==> config.mk <==
export PLATFORM = sky130hd
export DESIGN_NAME = core_irq_router
export DESIGN_NICKNAME = d
export VERILOG_FILES = /design/src/rtl/cir_pkg.sv /design/src/rtl/cir_decode.sv /design/src/rtl/cir_regs.sv /design/src/rtl/cir_core_route.sv /design/src/rtl/core_irq_router.sv
export SDC_FILE = /design/constraint.sdc
export NUM_CORES = 1
export LEC_CHECK = 0
export ABC_AREA = 1
export BUFFER_PORTS_ARGS = -buffer_cell sky130_fd_sc_hd__buf_4
export CORE_MARGIN = 10
export CORE_UTILIZATION = 47
export DETAILED_ROUTE_END_ITERATION = 8
export GPL_ROUTABILITY_DRIVEN = 0
export HOLD_SLACK_MARGIN = 0.1
export PLACE_DENSITY = 0.7
export SYNTH_ARGS = -nofsm -noshare
export SYNTH_HDL_FRONTEND = slang
export SYNTH_SLANG_ARGS = --single-unit
==> constraint.sdc <==
create_clock -name clk -period 2 [get_ports clk]
set_input_delay 0.1 -clock clk [delete_from_list [all_inputs] [get_ports clk]]
set_output_delay 0.1 -clock clk [all_outputs]
set_load 0.005 [all_outputs]
==> src/rtl/cir_pkg.sv <==
package cir_pkg;
  // Fixed offsets of the shared registers
  localparam int unsigned OFS_GPU_ROUTE = 32'h0C;
  localparam int unsigned OFS_PMU_SET   = 32'h10;
  localparam int unsigned OFS_PMU_CLR   = 32'h14;
  // Per-core register groups, selected by addr[7:4]; core index in addr[3:2]
  localparam int unsigned GRP_TMR_CTL   = 4;
  localparam int unsigned GRP_MBX_CTL   = 5;
  localparam int unsigned GRP_IRQ_PEND  = 6;
  localparam int unsigned GRP_FIQ_PEND  = 7;

  typedef enum logic [2:0] {
    SEL_NONE,
    SEL_GPU,
    SEL_PMU_SET,
    SEL_PMU_CLR,
    SEL_TMR,
    SEL_MBX,
    SEL_IPEND,
    SEL_FPEND
  } reg_sel_e;
endpackage

==> src/rtl/cir_decode.sv <==
module cir_decode
  import cir_pkg::*;
#(
  parameter int ADDR_W    = 8,
  parameter int NUM_CORES = 4,
  parameter int CORE_W    = 2
) (
  input  logic [ADDR_W-1:0] addr,
  output reg_sel_e          sel,
  output logic [CORE_W-1:0] core
);
  localparam int GRP_W = ADDR_W - 4;

  logic [GRP_W-1:0] grp;
  logic             slot_ok;

  assign grp     = addr[ADDR_W-1:4];
  assign core    = addr[2 +: CORE_W];
  assign slot_ok = (addr[1:0] == 2'b00) && (int'(addr[3:2]) < NUM_CORES);

  always_comb begin
    sel = SEL_NONE;
    if (addr == ADDR_W'(OFS_GPU_ROUTE))       sel = SEL_GPU;
    else if (addr == ADDR_W'(OFS_PMU_SET))    sel = SEL_PMU_SET;
    else if (addr == ADDR_W'(OFS_PMU_CLR))    sel = SEL_PMU_CLR;
    else if (slot_ok) begin
      if (grp == GRP_W'(GRP_TMR_CTL))         sel = SEL_TMR;
      else if (grp == GRP_W'(GRP_MBX_CTL))    sel = SEL_MBX;
      else if (grp == GRP_W'(GRP_IRQ_PEND))   sel = SEL_IPEND;
      else if (grp == GRP_W'(GRP_FIQ_PEND))   sel = SEL_FPEND;
    end
  end
endmodule

==> src/rtl/cir_regs.sv <==
module cir_regs
  import cir_pkg::*;
#(
  parameter int NUM_CORES = 4,
  parameter int TMR_N     = 4,
  parameter int MBX_N     = 4,
  parameter int DATA_W    = 32,
  parameter int CORE_W    = 2
) (
  input  logic                                 clk,
  input  logic                                 rst,
  input  logic                                 wr_en,
  input  reg_sel_e                             sel,
  input  logic [CORE_W-1:0]                    core,
  input  logic [DATA_W-1:0]                    wdata,
  output logic [NUM_CORES-1:0][2*TMR_N-1:0]    tmr_ctl,
  output logic [NUM_CORES-1:0][2*MBX_N-1:0]    mbx_ctl,
  output logic [CORE_W-1:0]                    gpu_irq_core,
  output logic [CORE_W-1:0]                    gpu_fiq_core,
  output logic [2*NUM_CORES-1:0]               pmu_en
);
  localparam int TCTL_W = 2 * TMR_N;
  localparam int MCTL_W = 2 * MBX_N;
  localparam int PMU_W  = 2 * NUM_CORES;

  logic unused_wdata;
  assign unused_wdata = ^wdata;

  for (genvar c = 0; c < NUM_CORES; c++) begin : g_ctl
    always_ff @(posedge clk) begin
      if (rst) begin
        tmr_ctl[c] <= '0;
        mbx_ctl[c] <= '0;
      end else if (wr_en && core == CORE_W'(c)) begin
        if (sel == SEL_TMR) tmr_ctl[c] <= wdata[TCTL_W-1:0];
        if (sel == SEL_MBX) mbx_ctl[c] <= wdata[MCTL_W-1:0];
      end
    end
  end

  always_ff @(posedge clk) begin
    if (rst) begin
      gpu_irq_core <= '0;
      gpu_fiq_core <= '0;
      pmu_en       <= '0;
    end else if (wr_en) begin
      case (sel)
        SEL_GPU: begin
          gpu_irq_core <= wdata[CORE_W-1:0];
          gpu_fiq_core <= wdata[2*CORE_W-1:CORE_W];
        end
        SEL_PMU_SET: pmu_en <= pmu_en | wdata[PMU_W-1:0];
        SEL_PMU_CLR: pmu_en <= pmu_en & ~wdata[PMU_W-1:0];
        default: ;
      endcase
    end
  end
endmodule

==> src/rtl/cir_core_route.sv <==
module cir_core_route #(
  parameter int CORE_ID = 0,
  parameter int TMR_N   = 4,
  parameter int MBX_N   = 4,
  parameter int CORE_W  = 2,
  parameter int PEND_W  = TMR_N + MBX_N + 2
) (
  input  logic               clk,
  input  logic               rst,
  input  logic [TMR_N-1:0]   tmr_in,
  input  logic [MBX_N-1:0]   mbx_in,
  input  logic               gpu_in,
  input  logic               pmu_in,
  input  logic [2*TMR_N-1:0] tmr_ctl,
  input  logic [2*MBX_N-1:0] mbx_ctl,
  input  logic [CORE_W-1:0]  gpu_irq_core,
  input  logic [CORE_W-1:0]  gpu_fiq_core,
  input  logic               pmu_ien,
  input  logic               pmu_fen,
  output logic [PEND_W-1:0]  irq_pend,
  output logic [PEND_W-1:0]  fiq_pend,
  output logic               irq_q,
  output logic               fiq_q
);
  logic [TMR_N-1:0] t_ien, t_fen;
  logic [MBX_N-1:0] m_ien, m_fen;
  logic             gpu_to_irq, gpu_to_fiq;

  assign t_ien = tmr_ctl[TMR_N-1:0];
  assign t_fen = tmr_ctl[2*TMR_N-1:TMR_N];
  assign m_ien = mbx_ctl[MBX_N-1:0];
  assign m_fen = mbx_ctl[2*MBX_N-1:MBX_N];

  assign gpu_to_irq = (gpu_irq_core == CORE_W'(CORE_ID));
  assign gpu_to_fiq = (gpu_fiq_core == CORE_W'(CORE_ID));

  // FIQ selection wins over IRQ selection for every source
  assign fiq_pend = {pmu_in & pmu_fen,
                     gpu_in & gpu_to_fiq,
                     mbx_in & m_fen,
                     tmr_in & t_fen};
  assign irq_pend = {pmu_in & pmu_ien & ~pmu_fen,
                     gpu_in & gpu_to_irq & ~gpu_to_fiq,
                     mbx_in & m_ien & ~m_fen,
                     tmr_in & t_ien & ~t_fen};

  always_ff @(posedge clk) begin
    if (rst) begin
      irq_q <= 1'b0;
      fiq_q <= 1'b0;
    end else begin
      irq_q <= |irq_pend;
      fiq_q <= |fiq_pend;
    end
  end
endmodule

==> src/rtl/core_irq_router.sv <==
module core_irq_router
  import cir_pkg::*;
#(
  parameter int NUM_CORES = 4,
  parameter int TMR_N     = 4,
  parameter int MBX_N     = 4,
  parameter int ADDR_W    = 8,
  parameter int DATA_W    = 32
) (
  input  logic                       clk,
  input  logic                       rst,
  input  logic                       wr_en,
  input  logic                       rd_en,
  input  logic [ADDR_W-1:0]          addr,
  input  logic [DATA_W-1:0]          wdata,
  output logic [DATA_W-1:0]          rdata,
  input  logic [NUM_CORES*TMR_N-1:0] timer_in,
  input  logic [NUM_CORES*MBX_N-1:0] mbox_in,
  input  logic                       gpu_in,
  input  logic                       pmu_in,
  output logic [NUM_CORES-1:0]       irq_out,
  output logic [NUM_CORES-1:0]       fiq_out
);
  localparam int CORE_W = (NUM_CORES > 1) ? $clog2(NUM_CORES) : 1;
  localparam int PEND_W = TMR_N + MBX_N + 2;

  reg_sel_e                           sel;
  logic [CORE_W-1:0]                  core;
  logic [NUM_CORES-1:0][2*TMR_N-1:0]  tmr_ctl;
  logic [NUM_CORES-1:0][2*MBX_N-1:0]  mbx_ctl;
  logic [CORE_W-1:0]                  gpu_irq_core, gpu_fiq_core;
  logic [2*NUM_CORES-1:0]             pmu_en;
  logic [NUM_CORES-1:0][PEND_W-1:0]   ipend, fpend;
  logic [DATA_W-1:0]                  rd_mux;

  cir_decode #(.ADDR_W(ADDR_W), .NUM_CORES(NUM_CORES), .CORE_W(CORE_W)) u_dec (
    .addr (addr),
    .sel  (sel),
    .core (core)
  );

  cir_regs #(
    .NUM_CORES(NUM_CORES), .TMR_N(TMR_N), .MBX_N(MBX_N),
    .DATA_W(DATA_W), .CORE_W(CORE_W)
  ) u_regs (
    .clk          (clk),
    .rst          (rst),
    .wr_en        (wr_en),
    .sel          (sel),
    .core         (core),
    .wdata        (wdata),
    .tmr_ctl      (tmr_ctl),
    .mbx_ctl      (mbx_ctl),
    .gpu_irq_core (gpu_irq_core),
    .gpu_fiq_core (gpu_fiq_core),
    .pmu_en       (pmu_en)
  );

  for (genvar c = 0; c < NUM_CORES; c++) begin : g_core
    cir_core_route #(
      .CORE_ID(c), .TMR_N(TMR_N), .MBX_N(MBX_N),
      .CORE_W(CORE_W), .PEND_W(PEND_W)
    ) u_route (
      .clk          (clk),
      .rst          (rst),
      .tmr_in       (timer_in[c*TMR_N +: TMR_N]),
      .mbx_in       (mbox_in[c*MBX_N +: MBX_N]),
      .gpu_in       (gpu_in),
      .pmu_in       (pmu_in),
      .tmr_ctl      (tmr_ctl[c]),
      .mbx_ctl      (mbx_ctl[c]),
      .gpu_irq_core (gpu_irq_core),
      .gpu_fiq_core (gpu_fiq_core),
      .pmu_ien      (pmu_en[c]),
      .pmu_fen      (pmu_en[NUM_CORES+c]),
      .irq_pend     (ipend[c]),
      .fiq_pend     (fpend[c]),
      .irq_q        (irq_out[c]),
      .fiq_q        (fiq_out[c])
    );
  end

  always_comb begin
    case (sel)
      SEL_GPU:     rd_mux = DATA_W'({gpu_fiq_core, gpu_irq_core});
      SEL_PMU_SET,
      SEL_PMU_CLR: rd_mux = DATA_W'(pmu_en);
      SEL_TMR:     rd_mux = DATA_W'(tmr_ctl[core]);
      SEL_MBX:     rd_mux = DATA_W'(mbx_ctl[core]);
      SEL_IPEND:   rd_mux = DATA_W'(ipend[core]);
      SEL_FPEND:   rd_mux = DATA_W'(fpend[core]);
      default:     rd_mux = '0;
    endcase
  end

  always_ff @(posedge clk) begin
    if (rst)        rdata <= '0;
    else if (rd_en) rdata <= rd_mux;
  end
endmodule

# Word level (Yosys, flattened, before mapping)
# Cells that the tools add are included.
# Widths: inputs -> output; s select.
# totals
ff_bits,116
out_inout_bits,40
word_cells,157
# op_classes
order_cmp,1
n_eq_ne,23
mux,18
bitwise,67
n_reduce_logical,28
# op_table
cell,n
$and 4x4->4,24
$reduce_or 10->1,8
$pmux 10 s6,1
$bmux 10 s2,2
$bmux 8 s2,2
$not 4->4,8
$and 1x1->1,24
$mux 3,8
$mux 10,2
$reduce_and 2->1,10
$eq 4x3->1 const B,4
$eq 8x5->1 const B,2
$mux 8,2
$pmux 8 s2,1
$eq 2x2->1 const B,6
$eq 3x3->1 const B,4
$and 8x8->8,1
$eq 8x4->1 const B,1
$logic_not 2->1,4
$not 1->1,8
$not 8->8,1
$or 8x8->8,1
$eq 2x1->1 const B,3
$eq 3x2->1 const B,2
other kinds (5),8

# Longest topological paths before layout
# logic_depth
word_depth,12
ltp_mapped,14

# Modules after synthesis
# From an unflattened synthesis, not the netlist that was laid out.
# hier_totals
hier_cells,1245
area_unflattened_um2,6857.8
# by_module_without_submodules
module,n_inst,cells_each,area_per_inst_um2,seq_area_each_um2
cir_regs,1,443,3113.0,1521.5
core_irq_router,1,484,2280.9,200.2
cir_core_route at g_core[1].u_route ...,2,72,327.8,40.0
cir_core_route at g_core[3].u_route,1,71,341.6,40.0
cir_core_route at g_core[0].u_route,1,72,326.6,40.0
cir_decode,1,31,140.1,0.0

# Worst setup path before layout
# No wires, ideal clock.
# synth_timing
path_kind,input port to flip-flop
start,in addr[3]
end,reg u_regs.mbx_ctl[30] in the netlist's numbering
setup_time_ps,119
arrival_time_ps,1237
setup_slack_ps,644
cell_stages,12
n_path_buf,2
cell_sequence,buf_6 -> inv_2 -> nand2_4 -> nor2_1 -> nand2_2 -> nand3_2 -> nand2_1 -> inv_2 -> nand2_1 -> buf_4 -> o21ai_0 -> a21oi_1
# synth_via
elab_chain_len,6
word_cells_on_any_way,10
classes_between,eq/ne (5); mux (3); reduce/logical (2)
# synth_lines
item,line_no,rtl
start: declaration,core_irq_router.sv:14,"input logic [ADDR_W-1:0] addr,"
$eq 8x5->1,cir_decode.sv:25,else if (addr == ADDR_W'(OFS_PMU_CLR)) sel = SEL_PMU_CLR;
$mux 3,cir_decode.sv:25,
$mux 3,cir_decode.sv:24,else if (addr == ADDR_W'(OFS_PMU_SET)) sel = SEL_PMU_SET;
$mux 3,cir_decode.sv:23,if (addr == ADDR_W'(OFS_GPU_ROUTE)) sel = SEL_GPU;
$eq 3x3->1,cir_regs.sv:36,if (sel == SEL_MBX) mbx_ctl[c] <= wdata[MCTL_W-1:0];
$reduce_and 2->1 (no line) (*),--,
end signal: indexed assignment,cir_regs.sv:36,
end: declaration,cir_regs.sv:17,"output logic [NUM_CORES-1:0][2*MBX_N-1:0] mbx_ctl,"
# Mark *: on every way between the ends. The rest lies on a longest branch, timed or not.
# A chain may end at the register's enable or synchronous reset.

# Worst setup path after layout
# layout_timing
start,reg u_regs.gpu_fiq_core[0]
end,reg g_core[0].u_route.irq_q
# layout_via
elab_chain_len,4
# layout_lines
item,line_no,rtl
start: declaration,cir_regs.sv:19,"output logic [CORE_W-1:0] gpu_fiq_core,"
start signal: assignment,cir_regs.sv:50,gpu_fiq_core <= wdata[2*CORE_W-1:CORE_W];
$logic_not 2->1,cir_core_route.sv:35,assign gpu_to_fiq = (gpu_fiq_core == CORE_W'(CORE_ID));
$not 1->1,cir_core_route.sv:43,"gpu_in & gpu_to_irq & ~gpu_to_fiq,"
$and 1x1->1,cir_core_route.sv:43,
$reduce_or 10->1,cir_core_route.sv:52,irq_q <= |irq_pend;
end signal: assignment,cir_core_route.sv:52,
end: declaration,cir_core_route.sv:22,"output logic irq_q,"
# Every way passes these cells.

==> impl_results.md <==
* H-tree Lvls at 3
* Slowest stage delay, CP at 0.52 ns
* Synthesized area at 5720 µm²
* CTS tree: done
* Clk_skew at 0.00847 ns
* Bufs and invs on worst path at 1
* Layout area overhead at 14.5%
* Vias in the first global route at 5414
* PwrDens at 627 nW/µm²
* FF+latch count, synth at 94
* Pin count of the biggest net entering global routing at 73
* DIE HEIGHT at 130 µm
* Crit path kind: reg -> reg
* Clock buffer depth at 2
* Met2 Use GR at 35.2%
* GRT busiest layer: met2
* Global Route Usage Sum at 23.4%
* Total CTS buffers at 9
* Grt ovf at 0
* Residual DRC at 0
* Distinct cells, synth at 35
* Detail Route Antenna Nets at 0
* Die area at 17000 µm²
* Top Ports at 118
* Number of synthesized flops with an enable pin at 0
* Chip width at 130 µm
* Slew @ Worst Pin at 0.633 ns
* Peak VDD IR at 471 µV
* Total number of vias at 6100
* Final instance area at 6550 µm²
* Hold Crit Class: in -> reg
* Worst setup margin at 0.217 ns
* Nets@finish at 1038
* Hold bufs inserted after CTS at 3
* Wire length per cell at 18.0 µm
* Setup_tns at 0 ns
* CP delay by family, top: compound AO/OA/AOI/OAI gates
* Clock slew at reported path FFs at 0.07 ns
* Most used DFF post-synth: dfxtp_1
* Number of port buffers at 71
* Share of cells above drive strength 1 at 13.6%
* Initial antenna violation count at 0
* Final HPWL DP at 14900 µm
* Area leader, netlist: dfxtp_1
* Async S/R FF share, synth at 0%
* Cell area after placement at 6210 µm²
* Max Cap Viol at 0
* Endpoints failing hold at 0
* # diodes at 0
* Final max-slew violation count at 0
* Drt first pass iters at 8
* Stages on the worst setup path at 4
* R2R cell count at 4
* Cell count after synthesis at 906
* Worst skew pair latency at 0.36 ns
* Root Driver: clkbuf_16
* Worst path slowest cell: o31ai_1
* Ratio of routed vias to standard cells at 5.49
* Status: complete, no violations
* Syn avg cell area at 6.31 µm²
* Rows at 40
* Yosys top cell area share at 32.9%
* CP startpoint kind: flip-flop
* Final setup fails at 0
* Hold Crit Depth at 3
* Resized Gates After CTS at 0
* Slew margin rel. at 57.3%
* Met3 Use GR at 5.11%
* Tcrit/Tclk final at 89.1%
* Iteration-0 DRC count of the detailed router at 909
* Initial core utilization at 47.8%
* Achievable Freq at 561 MHz
* Most instantiated library cell after synthesis: nand2_1
* Top post-synthesis cells by area: dfxtp_1, nand2_1, a21oi_1
* Global-route wire length before repair at 30300 µm
* Critical Path Fanout Max at 5
* Critical path cell sequence: o21ai_0 -> nand3_1 -> o31ai_1 -> inv_1
* Sequential fraction of the synthesis area at 32.9%
* Core area at 12000 µm²
* CP arrival at 2.01 ns
* Commonest cells in the netlist: nand2_1, nor2_1, dfxtp_1
* Syn. warnings at 0
* Met1 usage at 32.6%
* Fin crit period at 1.78 ns
* CP Capture Type: flip-flop
* Clk sinks at 94
* Place WS at 0.0959 ns
* RSZ-0062 raised after global routing: no
* Leak at 2.84 nW
* Critical Path RT at 2.23 ns
* Total Wirelength at 20000 µm
* Post-CTS Setup Bufs at 0
-- metrics by stage --
step	power (mW)	cells	hold WS [ns]	utilization, %
final	4.11	1111	0.112	54.7
after global routing	4.22	1111	0.121	54.7
after CTS	4.11	1111	0.103	54.7
after detailed placement	2.32	1093	0.430	51.9
after global placement	2.32	1093	0.429	51.9
after floorplan	2.15	927	0.169	-
-- layout make-up --
class	count	area (µm²)
clock inverters	4	55.1
well taps	147	184
inverters	91	342
fillers	1229	5410
repair buffers	94	726
clock buffers	11	253
flip-flops and latches	94	1880
multi-input cells	670	3110
-- power breakdown --
group	internal, mW	switching, mW	total, mW
sequential	1.88	0.00362	1.88
clock	1.04	0.779	1.82
combinational	0.143	0.268	0.411
-- flip-flops by register name (all words and copies together), names as in the netlist, named ones only --
name	cells
g_core.u_route.fiq_q	4
g_core.u_route.irq_q	4
rdata	10
u_regs.gpu_fiq_core	2
u_regs.gpu_irq_core	2
u_regs.mbx_ctl	32
u_regs.tmr_ctl	32
-- tightest hold or removal path, delay by kind of cell --
kind	cells	cell delay, ns
buffers and inverters	2	0.26
AO/OA/AOI/OAI	1	0.06
-- final timing paths --
check,from,slack (ns),end
setup / recovery,u_regs.gpu_fiq_core[0],0.22,g_core[0].u_route.irq_q
hold / removal,wdata[3],0.11,u_regs.gpu_fiq_core[1]
setup reg to reg,u_regs.gpu_fiq_core[0],0.22,g_core[0].u_route.irq_q
hold reg to reg,rdata[9],0.46,rdata[9]
-- logic make-up after synthesis --
group	after synthesis	synth area share, %
flops	94	32.9
other cells	1	0.0656
simple gates	438	33.3
compound gates	210	19.6
buf+inv	163	14.1
-- layer usage --
| metal | wire length, µm | vias to the layer above | share of wire (%) |
|---|---|---|---|
| met1 | 8560 | 2669 | 43 |
| met2 | 8710 | 350 | 44 |
| met5 | 0 | - | 0 |
| met3 | 2280 | 41 | 11 |
| li1 | - | 3040 | - |
| met4 | 442 | 0 | 2.2 |
-- cell usage in the layout (no fill, tap or decap), types with 5 or more instances in the layout --
| cell | instances |
|---|---|
| clkbuf_16 | 9 |
| nor2_1 | 110 |
| o21ai_0 | 72 |
| conb_1 | 22 |
| a21oi_1 | 92 |
| inv_1 | 85 |
| nand2_1 | 207 |
| o21ai_1 | 8 |
| o41ai_1 | 5 |
| o22ai_1 | 26 |
| nand4_1 | 20 |
| nor2_2 | 5 |
| nand3_1 | 72 |
| nand2_2 | 8 |
| dfxtp_1 | 94 |
| buf_4 | 90 |
Note: power is estimated with default switching activity, not from simulation.
